**src/rtl/phy_evt_pkg.sv**
```systemverilog
package phy_evt_pkg;

  localparam int unsigned REG_ADDR_W = 2;

  typedef enum logic [REG_ADDR_W-1:0] {
    SEL_FLAGS = 2'd0,
    SEL_MASK  = 2'd1,
    SEL_MODE  = 2'd2,
    SEL_SPARE = 2'd3
  } reg_sel_e;

endpackage

```
**src/rtl/phy_evt_edge.sv**
```systemverilog
// Per-source transition detector. A source is "active" when it differs
// from its idle level; an event is the first cycle it is seen active.
module phy_evt_edge #(
  parameter int unsigned     N_SRC   = 7,
  parameter logic [N_SRC-1:0] IDLE_HI = 7'b0001000
) (
  input  logic             clk,
  input  logic             rst_n,
  input  logic [N_SRC-1:0] src,
  output logic [N_SRC-1:0] active,
  output logic [N_SRC-1:0] evt
);

  for (genvar i = 0; i < N_SRC; i++) begin : g_src
    logic prev_q;
    logic prev_d;

    assign active[i] = src[i] ^ IDLE_HI[i];

    always_comb begin
      prev_d = active[i];
    end

    always_ff @(posedge clk or negedge rst_n) begin
      if (!rst_n) prev_q <= 1'b0;
      else        prev_q <= prev_d;
    end

    assign evt[i] = active[i] & ~prev_q;
  end


  evt_single_chk: assert property (@(posedge clk) disable iff (!rst_n)
    (evt != '0) |=> ((evt & $past(evt)) == '0));

endmodule

```
**src/rtl/phy_evt_flags.sv**
```systemverilog
// Sticky event flags with the two release policies.
module phy_evt_flags #(
  parameter int unsigned N_SRC = 7
) (
  input  logic             clk,
  input  logic             rst_n,
  input  logic [N_SRC-1:0] evt,
  input  logic [N_SRC-1:0] active,
  input  logic             alt_mode,
  input  logic             rd_clr,
  output logic [N_SRC-1:0] flags
);

  logic [N_SRC-1:0] flags_q;
  logic [N_SRC-1:0] flags_d;

  always_comb begin
    for (int i = 0; i < N_SRC; i++) begin
      if (alt_mode) flags_d[i] = evt[i] | (flags_q[i] & active[i]);
      else          flags_d[i] = evt[i] | (flags_q[i] & ~rd_clr);
    end
  end

  always_ff @(posedge clk or negedge rst_n) begin
    if (!rst_n) flags_q <= '0;
    else        flags_q <= flags_d;
  end

  assign flags = flags_q;


  evt_kept_chk: assert property (@(posedge clk) disable iff (!rst_n)
    (evt != '0) |=> ((flags & $past(evt)) == $past(evt)));


  read_clear_chk: assert property (@(posedge clk) disable iff (!rst_n)
    (rd_clr && !alt_mode && evt == '0) |=> (flags == '0));


  idle_release_chk: assert property (@(posedge clk) disable iff (!rst_n)
    alt_mode |=> ((flags & ~$past(active)) == '0));

endmodule

```
**src/rtl/phy_evt_regs.sv**
```systemverilog
// Mask and mode registers, read mux and clear-on-read strobe.
module phy_evt_regs
  import phy_evt_pkg::*;
#(
  parameter int unsigned N_SRC  = 7,
  parameter int unsigned DATA_W = 16
) (
  input  logic                  clk,
  input  logic                  rst_n,
  input  logic [REG_ADDR_W-1:0] addr,
  input  logic                  wr,
  input  logic                  rd,
  input  logic [DATA_W-1:0]     wdata,
  input  logic [N_SRC-1:0]      flags,
  output logic [N_SRC-1:0]      mask,
  output logic                  alt_mode,
  output logic                  rd_clr,
  output logic [DATA_W-1:0]     rdata
);

  localparam int unsigned FLAG_LO = 1;
  localparam int unsigned FLAG_HI = FLAG_LO + N_SRC - 1;

  reg_sel_e sel;
  assign sel = reg_sel_e'(addr);

  logic [N_SRC-1:0] mask_q, mask_d;
  logic             mask_we;
  logic             mode_q, mode_d;
  logic             mode_we;

  always_comb begin
    mask_we = wr && (sel == SEL_MASK);
    mode_we = wr && (sel == SEL_MODE);
    mask_d  = wdata[FLAG_HI:FLAG_LO];
    mode_d  = wdata[0];
  end

  always_ff @(posedge clk or negedge rst_n) begin
    if (!rst_n)       mask_q <= '0;
    else if (mask_we) mask_q <= mask_d;
  end

  always_ff @(posedge clk or negedge rst_n) begin
    if (!rst_n)       mode_q <= 1'b0;
    else if (mode_we) mode_q <= mode_d;
  end

  logic unused_wbits;
  assign unused_wbits = ^wdata[DATA_W-1:FLAG_HI+1];

  always_comb begin
    rdata = '0;
    unique case (sel)
      SEL_FLAGS: rdata[FLAG_HI:FLAG_LO] = flags;
      SEL_MASK:  rdata[FLAG_HI:FLAG_LO] = mask_q;
      SEL_MODE:  rdata[0]               = mode_q;
      default:   rdata                  = '0;
    endcase
  end

  assign rd_clr   = rd && (sel == SEL_FLAGS);
  assign mask     = mask_q;
  assign alt_mode = mode_q;

endmodule

```
**src/rtl/phy_evt_irq.sv**
```systemverilog
module phy_evt_irq
  import phy_evt_pkg::*;
#(
  parameter int unsigned      N_SRC   = 7,
  parameter int unsigned      DATA_W  = 16,
  parameter logic [N_SRC-1:0] IDLE_HI = 7'b0001000
) (
  input  logic                  clk,
  input  logic                  rst_n,
  input  logic [N_SRC-1:0]      src,
  input  logic [REG_ADDR_W-1:0] reg_addr,
  input  logic                  reg_wr,
  input  logic                  reg_rd,
  input  logic [DATA_W-1:0]     reg_wdata,
  output logic [DATA_W-1:0]     reg_rdata,
  output logic                  irq_n
);

  logic [N_SRC-1:0] active;
  logic [N_SRC-1:0] evt;
  logic [N_SRC-1:0] flags;
  logic [N_SRC-1:0] mask;
  logic             alt_mode;
  logic             rd_clr;

  phy_evt_edge #(.N_SRC(N_SRC), .IDLE_HI(IDLE_HI)) u_edge (
    .clk    (clk),
    .rst_n  (rst_n),
    .src    (src),
    .active (active),
    .evt    (evt)
  );

  phy_evt_flags #(.N_SRC(N_SRC)) u_flags (
    .clk      (clk),
    .rst_n    (rst_n),
    .evt      (evt),
    .active   (active),
    .alt_mode (alt_mode),
    .rd_clr   (rd_clr),
    .flags    (flags)
  );

  phy_evt_regs #(.N_SRC(N_SRC), .DATA_W(DATA_W)) u_regs (
    .clk      (clk),
    .rst_n    (rst_n),
    .addr     (reg_addr),
    .wr       (reg_wr),
    .rd       (reg_rd),
    .wdata    (reg_wdata),
    .flags    (flags),
    .mask     (mask),
    .alt_mode (alt_mode),
    .rd_clr   (rd_clr),
    .rdata    (reg_rdata)
  );

  assign irq_n = ~|(flags & mask);


  irq_quiet_chk: assert property (@(posedge clk) disable iff (!rst_n)
    (mask == '0) |-> irq_n);

endmodule

```
**config.mk**
```make
export PLATFORM = sky130hd
export DESIGN_NAME = phy_evt_irq
export DESIGN_NICKNAME = d
export VERILOG_FILES = /design/src/rtl/phy_evt_pkg.sv /design/src/rtl/phy_evt_edge.sv /design/src/rtl/phy_evt_flags.sv /design/src/rtl/phy_evt_regs.sv /design/src/rtl/phy_evt_irq.sv
export SDC_FILE = /design/constraint.sdc
export NUM_CORES = 1
export LEC_CHECK = 0
export BUFFER_PORTS_ARGS = -buffer_cell sky130_fd_sc_hd__buf_2
export CAP_MARGIN = 20
export CELL_PAD_IN_SITES_DETAIL_PLACEMENT = 1
export CELL_PAD_IN_SITES_GLOBAL_PLACEMENT = 1
export CORE_MARGIN = 1
export CORE_UTILIZATION = 30
export CTS_CLUSTER_DIAMETER = 80
export DETAILED_ROUTE_END_ITERATION = 10
export MAX_ROUTING_LAYER = met4
export PLACE_DENSITY_LB_ADDON = 0.15
export SYNTH_ARGS = -nofsm -noshare
export SYNTH_HDL_FRONTEND = slang
export SYNTH_HIERARCHICAL = 1
export SYNTH_SLANG_ARGS = --single-unit
```
**constraint.sdc**
```tcl
create_clock -name clk -period 1.37 [get_ports clk]
set_clock_uncertainty 0.1 [all_clocks]
set_input_delay 0.0685 -clock clk [delete_from_list [all_inputs] [get_ports clk]]
set_output_delay 0.0685 -clock clk [all_outputs]
set_load 0.01 [all_outputs]
```
* Word-level counts from Yosys, hierarchy flattened
Cells that the tools add are included.
** Storage, ports and cells
- Input bits :: 29
- Logic and storage cells :: 72
- Register bits after elaboration :: 22
- Output and inout bits :: 17
** Cells by class
- Equality and inequality tests :: 2
- Reduce and logical (&&, ||, !) cells :: 6
- Multiplexer cells :: 9
- Bitwise gates (word level) :: 45
** Operators with widths (number)
- $and 1x1->1 :: 21
- $or 1x1->1 :: 14
- $pmux 7 s2 :: 1
- $not 1->1 :: 9
- $mux 1 :: 8
- $and 7x7->7 :: 1
- $reduce_or 7->1 :: 1
- $logic_and 1x1->1 :: 3
- $eq 2x1->1 const B :: 1
- $eq 2x2->1 const B :: 1
- $logic_not 2->1 :: 1
- $logic_not 1->1 :: 1

* Logic depth before layout (Yosys ltp)
Gate-level depths: netlist of run 1.
- Depth in word-level cells :: 6
- Gate-level depth with buffers :: 5
- Depth with buffers taken out :: 4

* Hierarchy
The synthesis of run 1 kept the hierarchy.
** By module, submodules not included
- phy_evt_regs :: sequential area each 200.2 µm², cells an instance 45, area each 505.5 µm², instances 1
- phy_evt_edge :: sequential area each 175.2 µm², cells an instance 22, area each 317.8 µm², instances 1
- phy_evt_flags :: sequential area each 175.2 µm², cells an instance 23, area each 299.0 µm², instances 1
- phy_evt_irq :: sequential area each 0.0 µm², cells an instance 4, area each 31.3 µm², instances 1

* Least setup slack after synthesis of run 1
OpenSTA, ideal clock, no wires.
- Kind :: input-to-reg
- From :: input reg_addr[1]
- To :: register u_flags.flags_q[4] (netlist: u_flags/flags[4])
- Setup slack :: 0.206 ns
- Stages on the path :: 5
- Setup time :: 0.118 ns
- Buffers on the path :: 1
- Arrival :: 0.946 ns
- Data required time :: 1.152 ns
- Cells stage by stage :: buf_2 -> nor3b_1 -> nor2_4 -> a21o_1 -> a21o_1
** On the way
- Longest elaborated chain between the ends :: 6
** Ends and longest elaborated chain
- start, declared :: line phy_evt_irq.sv:11 : input logic [REG_ADDR_W-1:0] reg_addr,
- $logic_not 2->1 :: line phy_evt_regs.sv:62 : assign rd_clr = rd && (sel == SEL_FLAGS);
- $logic_and 1x1->1 :: line phy_evt_regs.sv:62
- net rd_clr :: line phy_evt_irq.sv:24 : logic rd_clr;
- $not 1->1 :: line phy_evt_flags.sv:20 : else flags_d[i] = evt[i] | (flags_q[i] & ~rd_clr);
- $and 1x1->1 :: line phy_evt_flags.sv:20
- $or 1x1->1 :: line phy_evt_flags.sv:20
- $mux 1 :: line phy_evt_flags.sv:19 : if (alt_mode) flags_d[i] = evt[i] | (flags_q[i] & active[i]);
- net u_flags.flags_d[4] :: line phy_evt_flags.sv:15 : logic [N_SRC-1:0] flags_d;
- end signal, assigned :: line phy_evt_flags.sv:26 : else flags_q <= flags_d;
- end, declared :: line phy_evt_flags.sv:14 : logic [N_SRC-1:0] flags_q;
The timed path passes the listed nets, and every way through them passes these cells.
A chain may end at the register's enable or synchronous reset.

* Worst setup path after layout of run 1
- From :: register u_regs.mask_q[0] (netlist: u_regs/mask[0])
- To :: output irq_n
** On the way
- Longest elaborated chain between the ends :: 3
** Ends and longest elaborated chain
- start, declared :: line phy_evt_regs.sv:27 : logic [N_SRC-1:0] mask_q, mask_d;
- start signal, assigned :: line phy_evt_regs.sv:41 : else if (mask_we) mask_q <= mask_d;
- $and 7x7->7 :: line phy_evt_irq.sv:58 : assign irq_n = ~|(flags & mask);
- $reduce_or 7->1 :: line phy_evt_irq.sv:58
- $logic_not 1->1 :: line phy_evt_irq.sv:58
- end, declared :: line phy_evt_irq.sv:16 : output logic irq_n
Every way passes these cells.

==> results.toml, run 1 <==
[timing]
fin_setup_tns_ns = -0.1384
max_freq_ghz = 0.6629
setup_violations = 1
slew_violations = 0
fin_ws_ns = -0.1384
worst_slew_margin_rel_pct = 66.38
rsz0062_at_grt = "yes"
timing.hold.ws_ns = 0.1078
worst_slew_pin_slew_ns = 0.5043
hold_viol = 0
fin_crit_ns = 1.508
period_share_pct = 110.1

[routing]
wl_per_cell_um = 13.05
avgViaCountPerCell = 4.299
drtIter0Drc = 9
ant_nets = 0
first_pass_iters = 4
vias = 804
totalWireLength_um = 2441
drc = 0

[grt]
grt_busiest_layer = "met2"
grt_util_all_layers_pct = 13.86
antenna_found_initial = 0
met2_usage_pct = 21.54
grt_pass1_wl_um = 4174
grtUsageMet3_pct = 1.607
grt_pass1_vias = 833
grt_use_met1_pct = 18.51
grt_max_degree = 23
grt_overflow = 0

[cells_and_area]
fin_area_um2 = 1516
diodes = 0
nNetsFinal = 169
seq_area_um2 = 550.5
drive_above_1_share_pct = 40.29
fillCellCount = 427
multiInputGateArea_um2 = 489.2
syn_to_final_growth_pct = 31.45
final_util_pct = 41.42

[setup_path]
cp-start-kind = "register"
critical_path.slowest_cell = "dfrtp_1"
worstPathArrival_ns = 1.34
cp.required_ns = 1.20
critPathCaptureType = "primary output"
worst-setup-path-type = "register to primary output"
crit_family = "flip-flops"
path_buf_inv = 1
crit_fanout = 2
crit_chain = "a222oi_1 -> and3_1 -> buf_2"
critPathMaxStageDelay_ns = 0.39

[synth]
synth_top_flop_cell = "dfrtp_1"
synth_area_um2 = 1154
synth_top_area_cell = "dfrtp_1"
synth-seq-area-share_pct = 47.72
synth_warnings = 6
synthTopCellsByArea = "dfrtp_1, buf_4, a21o_1"
netlist_instances = 94
synth-async-reset-ratio_pct = 100.0
synth_top_area_share_pct = 47.72
synth_edf_count = 0
avgSynthCellArea_um2 = 12.27
yosysUniqueCellTypes = 20
synth_common_cells = "dfrtp_1, buf_4, a21o_1, nor2_1"
yosysMostFrequentCell = "dfrtp_1"
ys_seq_elements = 22

[cts]
cts_made_buffers = 3
cts_tree = "yes"
cts_sinks = 22
htreeDepth = 1
cts_root_buffer = "clkbuf_8"
clock_path_buffers = 2
clk_latency_ns = 0.25
cts_resized = 0
clk_pin_slew_ns = 0.08

[placed_design]
placed_cell_area_um2 = 1279
gp_congestion = 0.6826
dp_hpwl_um = 1757
place_ws_ns = 0.1176
io_buffers = 29

[floorplan]
initial_core_util_pct = 31.51
dieHeight_um = 64.01
die_x_um = 64.01
ioPinCount = 46
num_rows = 22
core_um2 = 3661
dieArea_um2 = 4097

[outcome]
failed_checks = "negative setup slack"
outcome = "finished with violations"

[power]
leakage_nw = 0.8091
power.density_nw_per_um2 = 1143
vdd_drop_max_uv = 486.5

[run]
cap_violations = 0

[hold_path]
hold_path_class = "input port to register"
==> where the power goes <==
group | total [mW] | internal [mW] | switching (mW)
sequential | 0.818 | 0.744 | 0.0746
combinational | 0.455 | 0.262 | 0.193
clock | 0.461 | 0.256 | 0.205
==> registers in the layout, summed over array words and instances (netlist names) <==
signal and cells:
u_regs/alt_mode 1, u_edge/g_src.prev_q 7, u_flags/flags 7, u_regs/mask 7
==> cells in the final DEF, fill, tap and decap left out, drive strengths merged <==
cell,count
dfrtp,22
nor2b,6
clkbuf,4
buf,36
and3b,1
nand3b,2
mux2i,7
mux2,8
a22oi,2
dlygate4sd3,16
a21o,14
and3,1
conb,8
nor2,9
nor3b,1
a222oi,1
inv,1
==> routing by layer <==
layer,up-vias,part of all wire [%]
met4,0,0.82
met2,23,48
met3,2,4.3
li1,389,-
met1,390,47
met5,-,0
==> worst min-delay path, delay by kind of cell <==
family	cells	cell delay, ns
muxes	1	0.16
buffers and inverters	1	0.11
and+or+nand+nor	1	0.09
==> cells by family (layout without fill, tap and decap cells) <==
| kind of cell | count (synthesis) | in the layout | share of synthesized area [%] |
|---|---|---|---|
| AND/OR/NAND/NOR | 20 | 20 | 14.32 |
| multiplexers | 15 | 15 | 14.21 |
| other | 1 | 8 | 0.3251 |
| AO/OA/AOI/OAI | 17 | 17 | 11.28 |
| flip-flops | 22 | 22 | 47.72 |
| buffers and inverters | 19 | 57 | 12.15 |
==> worst paths after layout <==
path / depth (start not counted) / endpoint / start / slack (ns)
min in group asynchronous: 2 / u_edge/g_src[1].prev_q / rst_n / 0.20
min reg2reg: 1 / u_flags/flags[1] / u_flags/flags[1] / 0.42
min: 3 / u_regs/alt_mode / reg_wr / 0.11
max reg2reg: 4 / u_flags/flags[3] / u_regs/alt_mode / 0.16
max: 3 / irq_n / u_regs/mask[0] / -0.14
max in group asynchronous: 2 / u_regs/mask[5] / rst_n / 0.63
==> final cells by class <==
class | count | share of cell area [%]
Clock buffer | 4 | 3.630
Tap cell | 48 | 3.960
Sequential cell | 22 | 36.30
Inverter | 1 | 0.2475
Timing Repair Buffer | 52 | 23.60
Multi-Input combinational cell | 60 | 32.26
==> metrics by stage <==
stage	total power, mW	instances
2_1_floorplan	1.106	101
3_3_place_gp	1.220	164
3_5_place_dp	1.234	164
4_1_cts	1.747	185
5_1_grt	1.859	187
6_report	1.734	187
==> timing repair <==
| item | 4_1_cts | 5_1_grt |
|---|---|---|
| pin swaps | 2 | 0 |
| endpoints found under the setup margin | 1 | 2 |
| hold buffers | 16 | 0 |
| endpoints found under the hold margin | 37 | 0 |
| buffers inserted | 1 | 2 |
No activity file was read; power rests on OpenSTA's default activity.
==> inputs of run 2 (changes only) <==
--- a/config.mk
+++ b/config.mk
@@ -5,6 +5,7 @@
 export SDC_FILE = /design/constraint.sdc
 export NUM_CORES = 1
 export LEC_CHECK = 0
+export ABC_AREA = 1
 export BUFFER_PORTS_ARGS = -buffer_cell sky130_fd_sc_hd__buf_2
 export CAP_MARGIN = 20
 export CELL_PAD_IN_SITES_DETAIL_PLACEMENT = 1
@@ -17,5 +18,4 @@
 export PLACE_DENSITY_LB_ADDON = 0.15
 export SYNTH_ARGS = -nofsm -noshare
 export SYNTH_HDL_FRONTEND = slang
-export SYNTH_HIERARCHICAL = 1
 export SYNTH_SLANG_ARGS = --single-unit
==> results.toml, run 2 <==
[outcome]
outcome = "finished with violations"
failed_checks = "negative hold slack"

[cts]
cts_setup_buffers = 0
cts_root_buffer = "clkbuf_4"
clk_latency_ns = 0.31
clk_pin_slew_ns = 0.12
htreeDepth = 1
cts_tree = "yes"
clock_path_buffers = 2
cts_made_buffers = 3
cts_sinks = 22

[power]
pwr-share-clk_pct = 23.7
vdd_drop_max_uv = 443.5
intPower_mw = 1.063
leakage_nw = 0.8449
power.density_nw_per_um2 = 1055
p_comb_share_pct = 24.9
pwr-share-seq_pct = 51.4
p_sw_mw = 0.4823
sw_frac_of_total_pct = 31.21

[cells_and_area]
syn_to_final_growth_pct = 34.91
most-common-layout-cells = "nand2_1, buf_2, inv_1, dfrtp_1, dlygate4sd3_1"
multiInputGateArea_um2 = 415.4
fillCellCount = 447
final_common_cell = "nand2_1"
drive_above_1_share_pct = 20.51
nNetsFinal = 225
diodes = 0
fin_area_um2 = 1465
seq_area_um2 = 551.8

[grt]
grt_max_degree = 23
grt_pass1_vias = 1055
grt_overflow = 0
grt_util_all_layers_pct = 16.04
grt_pass1_wl_um = 4733
antenna_found_initial = 0

[synth]
synth_edf_count = 0
avgSynthCellArea_um2 = 7.439
ys_seq_elements = 22
synth_warnings = 0
synth_common_cells = "nand2_1, dfrtp_1, inv_1, nor2_1"
yosysMostFrequentCell = "nand2_1"
synth_area_um2 = 1086
synth_top_area_share_pct = 50.69
synth-seq-area-share_pct = 50.69
synth-async-reset-ratio_pct = 100.0
synth_top_flop_cell = "dfrtp_1"
netlist_instances = 146
yosysUniqueCellTypes = 14
synth_top_area_cell = "dfrtp_1"
synthTopCellsByArea = "dfrtp_1, nand2_1, inv_1"

[floorplan]
die_x_um = 62.17
core_um2 = 3390
ioPinCount = 46
dieHeight_um = 62.17
num_rows = 21
dieArea_um2 = 3864
initial_core_util_pct = 32.04

[setup_path]
regToRegStartpoint = "u_regs.mask[4]"
path_buf_inv = 2
crit_fanout = 3
critPathCaptureType = "primary output"
worst_r2r_endpoint = "u_regs.mask[4]"
rrSetupSlack_ns = 0.09
crit_family = "flip-flops"
worst-setup-path-type = "register to primary output"
rr_worst_depth = 3
critPathMaxStageDelay_ns = 0.44
critical_path.slowest_cell = "dfrtp_1"
crit_chain = "nand2_1 -> nand2_1 -> inv_1 -> nand2_1 -> nor2_1 -> buf_2"
worst_path_most_repeated_cell = "nand2_1"
cp.required_ns = 1.20
worstPathArrival_ns = 1.18
cp-start-kind = "register"

[timing]
fin_ws_ns = 0.01713
timing.hold.ws_ns = -0.01372
period_share_pct = 98.75
worst_slew_margin_rel_pct = 65.77
worst_slew_pin_slew_ns = 0.5134
max_freq_ghz = 0.7392
slew_violations = 0
setup_violations = 0
hold_viol = 1
rsz0062_at_grt = "yes"
fin_crit_ns = 1.353

[routing]
first_pass_iters = 4
ant_nets = 0
vias = 1018
drc = 0
drtIter0Drc = 24
totalWireLength_um = 2682
wl_per_cell_um = 11.13
avgViaCountPerCell = 4.224

[run]
cap_violations = 0

[hold_path]
hold_depth = 3
hold_path_class = "input port to register"
min_from = "reg_wr"
hold_end = "u_regs.alt_mode"

[placed_design]
dp_hpwl_um = 1920
place_ws_ns = 0.2076
io_buffers = 29
gp_congestion = 0.7235
placed_cell_area_um2 = 1255
==> run 2: cells by family after synthesis <==
family / count (synthesis) / share of synthesized area [%]
AND/OR/NAND/NOR: 83 / 31.34
other: 1 / 0.3453
flip-flops: 22 / 50.69
buffers and inverters: 31 / 13.48
AO/OA/AOI/OAI: 9 / 4.147
==> run 2: worst max-delay path by stage <==
stage | endpoint | startpoint | slack, ns | cells past startpoint
final | irq_n | u_regs.mask[3] | 0.02 | 6
after CTS | reg_rdata[0] | u_regs.alt_mode | 0.001 | 3
after global routing | irq_n | u_regs.mask[0] | -0.07 | 6
after detailed placement | u_flags.flags[4] | u_regs.alt_mode | 0.21 | 4
after floorplan | u_flags.flags[0] | u_regs.alt_mode | 0.43 | 4
after global placement | u_flags.flags[6] | u_regs.alt_mode | 0.28 | 4
==> run 2: through the flow <==
stage	power, mW	hold slack (ns)	util, %	cells	setup TNS [ns]
after detailed placement	1.150	-0.02357	37.02	220	0
after CTS	1.572	0.003764	43.41	242	0
after floorplan	1.022	-0.3271	-	153	0
after global routing	1.669	0.01180	43.23	241	-0.06651
after global placement	1.135	-0.02679	37.02	220	0
final	1.545	-0.01372	43.23	241	0
==> run 2: worst register-to-register path, stage by stage (launching register included) <==
cell           delay [ns]
dfrtp_1              0.42
nand2_1              0.08
nand2_1              0.05
dlygate4sd3_1        0.54
==> run 2: power by group through the flow <==
stage / combinational, mW / clock, mW / sequential, mW
after floorplan: 0.235 / 0 / 0.787
after global placement: 0.331 / 0 / 0.804
after detailed placement: 0.348 / 0 / 0.802
after CTS: 0.398 / 0.381 / 0.792
after global routing: 0.449 / 0.412 / 0.809
final: 0.384 / 0.367 / 0.794
==> run 2: routing by layer <==
layer	vias to the layer above	GRT usage (%)	part of all wire, %
li1	513	-	-
met1	481	19.54	48
met5	-	-	0
met3	2	4.044	3.6
met4	0	2.616	0.48
met2	22	27.20	48
==> run 2: repair_timing <==
| action | CTS | global route |
|---|---|---|
| hold buffers | 18 | 0 |
| pin swaps | 0 | 0 |
| resized for setup | 1 | 3 |
| hold endpoints to repair | 44 | 0 |
| endpoints found under the setup margin | 1 | 4 |
==> run 2: final cells by class <==
cell class	count	share of cell area (%)
clock buffer	4	2.477
inverter	23	6.063
multi-input combinational	100	28.35
sequential	22	37.66
tap	46	3.928
timing repair buffer	46	21.52
==> inputs of run 3 (changes only) <==
--- a/config.mk
+++ b/config.mk
@@ -10,12 +10,14 @@
 export CAP_MARGIN = 20
 export CELL_PAD_IN_SITES_DETAIL_PLACEMENT = 1
 export CELL_PAD_IN_SITES_GLOBAL_PLACEMENT = 1
+export CORE_ASPECT_RATIO = 1.5
 export CORE_MARGIN = 1
 export CORE_UTILIZATION = 30
 export CTS_CLUSTER_DIAMETER = 80
 export DETAILED_ROUTE_END_ITERATION = 10
 export MAX_ROUTING_LAYER = met4
 export PLACE_DENSITY_LB_ADDON = 0.15
+export REMOVE_ABC_BUFFERS = 1
 export SYNTH_ARGS = -nofsm -noshare
 export SYNTH_HDL_FRONTEND = slang
 export SYNTH_SLANG_ARGS = --single-unit
==> results.toml, run 3 (synthesized netlist as in run 2, its figures left out) <==
[placed_design]
placed_cell_area_um2 = 1250
gp_congestion = 0.7091
io_buffers = 29
dp_hpwl_um = 1933

[timing]
rsz0062_at_grt = "no"
fin_setup_tns_ns = 0
hold_viol = 0
period_share_pct = 93.94
max_freq_ghz = 0.7770
setup_violations = 0
slew_violations = 0
worst_slew_pin_slew_ns = 0.5298
worst_slew_margin_rel_pct = 64.68
fin_crit_ns = 1.287

[floorplan]
initial_core_util_pct = 31.79
dieHeight_um = 75.69
die_x_um = 51.13
dieArea_um2 = 3870
num_rows = 26
ioPinCount = 46
core_um2 = 3416

[cts]
cts_tree = "yes"
cts_sinks = 22
clk_pin_slew_ns = 0.09
cts_setup_buffers = 0
cts_made_buffers = 3
clk_latency_ns = 0.27
htreeDepth = 1
cts_root_buffer = "clkbuf_8"
clock_path_buffers = 2

[power]
power.density_nw_per_um2 = 1202
pwr-share-clk_pct = 34.4
p_comb_share_pct = 21.0
pwr-share-seq_pct = 44.6
vdd_drop_max_uv = 564.1
sw_frac_of_total_pct = 27.89
p_sw_mw = 0.4965
intPower_mw = 1.284
leakage_nw = 0.8552

[routing]
drc = 0
wl_per_cell_um = 11.30
ant_nets = 0
totalWireLength_um = 2666
first_pass_iters = 4
vias = 961
drtIter0Drc = 24
avgViaCountPerCell = 4.072

[hold_path]
hold_depth = 4
hold_path_class = "input port to register"

[setup_path]
crit_family = "flip-flops"
cp_num_cells = 3
critPathCaptureType = "primary output"
cp-start-kind = "register"
worst-setup-path-type = "register to primary output"
crit_fanout = 7
path_buf_inv = 2
rr_worst_depth = 4
worstPathArrival_ns = 1.12
critical_path.slowest_cell = "dfrtp_1"
crit_chain = "inv_2 -> nor3_1 -> buf_2"
cp.required_ns = 1.20
critPathMaxStageDelay_ns = 0.41

[cells_and_area]
fillCellCount = 452
drive_above_1_share_pct = 20.10
nNetsFinal = 224
fin_area_um2 = 1481
most-common-layout-cells = "nand2_1, buf_2, dfrtp_1"
final_common_cell = "nand2_1"
diodes = 0
syn_to_final_growth_pct = 36.41

[grt]
antenna_found_initial = 0
grt_pass1_vias = 1021
grt_max_degree = 23
grt_util_all_layers_pct = 16.57
grt_pass1_wl_um = 4450
grt_overflow = 0

[outcome]
outcome = "finished clean"

[run]
cap_violations = 0
[run 3: cell types whose count changed in the layout (fill, tap and decap cells not counted), sizes merged]
| cell | before | now |
|---|---|---|
| bufinv | 0 | 1 |
| clkbuf | 4 | 3 |
| dlygate4sd3 | 17 | 16 |
[run 3: path summary, 6_finish.rpt]
path / slack (ns) / end / start
hold reg to reg: 0.38 / u_flags.flags[1] / u_edge.g_src[1].prev_q
setup reg to reg: 0.26 / u_flags.flags[2] / u_regs.alt_mode
max in group asynchronous: 0.61 / u_edge.g_src[1].prev_q / rst_n
hold / removal: 0.05 / u_regs.mask[5] / reg_wr
setup / recovery: 0.08 / reg_rdata[0] / u_regs.alt_mode
min in group asynchronous: 0.21 / u_edge.g_src[5].prev_q / rst_n
[run 3: through the flow]
step / setup WS [ns] / power [mW] / hold slack, ns / instances / utilization, %
2_1_floorplan: 0.4320 / 1.005 / -0.3271 / 145 / -
3_3_place_gp: 0.2935 / 1.134 / -0.02584 / 216 / 36.59
3_5_place_dp: 0.2539 / 1.153 / -0.01481 / 216 / 36.59
4_1_cts: 0.04469 / 1.819 / 0.04972 / 236 / 43.37
5_1_grt: 0.0004641 / 1.912 / 0.07022 / 236 / 43.37
6_report: 0.08305 / 1.780 / 0.05160 / 236 / 43.37
[run 3: routing by layer]
metal  global-route usage, %  vias up  part of all wire (%)
met5                       -        -                     0
met1                   17.56      431                    43
met4                   6.481        0                   1.3
met2                   30.41       19                    53
met3                   2.595        4                   2.6
li1                        -      507                     -
[run 3: area by class of cell]
type                    instances  area [µm²]  area share, %
repair buffers                 45       305.3          20.61
inverters                      23       86.33          5.828
flip-flops and latches         22       550.5          37.16
well taps                      42       52.55          3.547
multi-input cells             100       415.4          28.04
clock inverters                 1       30.03          2.027
clock buffers                   3       41.29          2.787
[run 3: what timing repair did]
| action | 4_1_cts | 5_1_grt |
|---|---|---|
| endpoints found under the hold margin | 44 | 0 |
| setup endpoints to repair | 1 | 0 |
| hold buffers | 16 | 0 |
| gates resized for setup | 1 | 0 |
[run 3: worst register-to-register path, delay by kind of cell (launching register included)]
family           cells  cell delay, ns
DFF                  1            0.43
and+or+nand+nor      4            0.49
[run 3: power by group through the flow]
stage	clock network, mW	registers [mW]	logic, mW
after CTS	0.640	0.797	0.382
after global placement	0	0.802	0.332
after detailed placement	0	0.808	0.345
final	0.613	0.794	0.374
after global routing	0.662	0.810	0.440
after floorplan	0	0.787	0.218
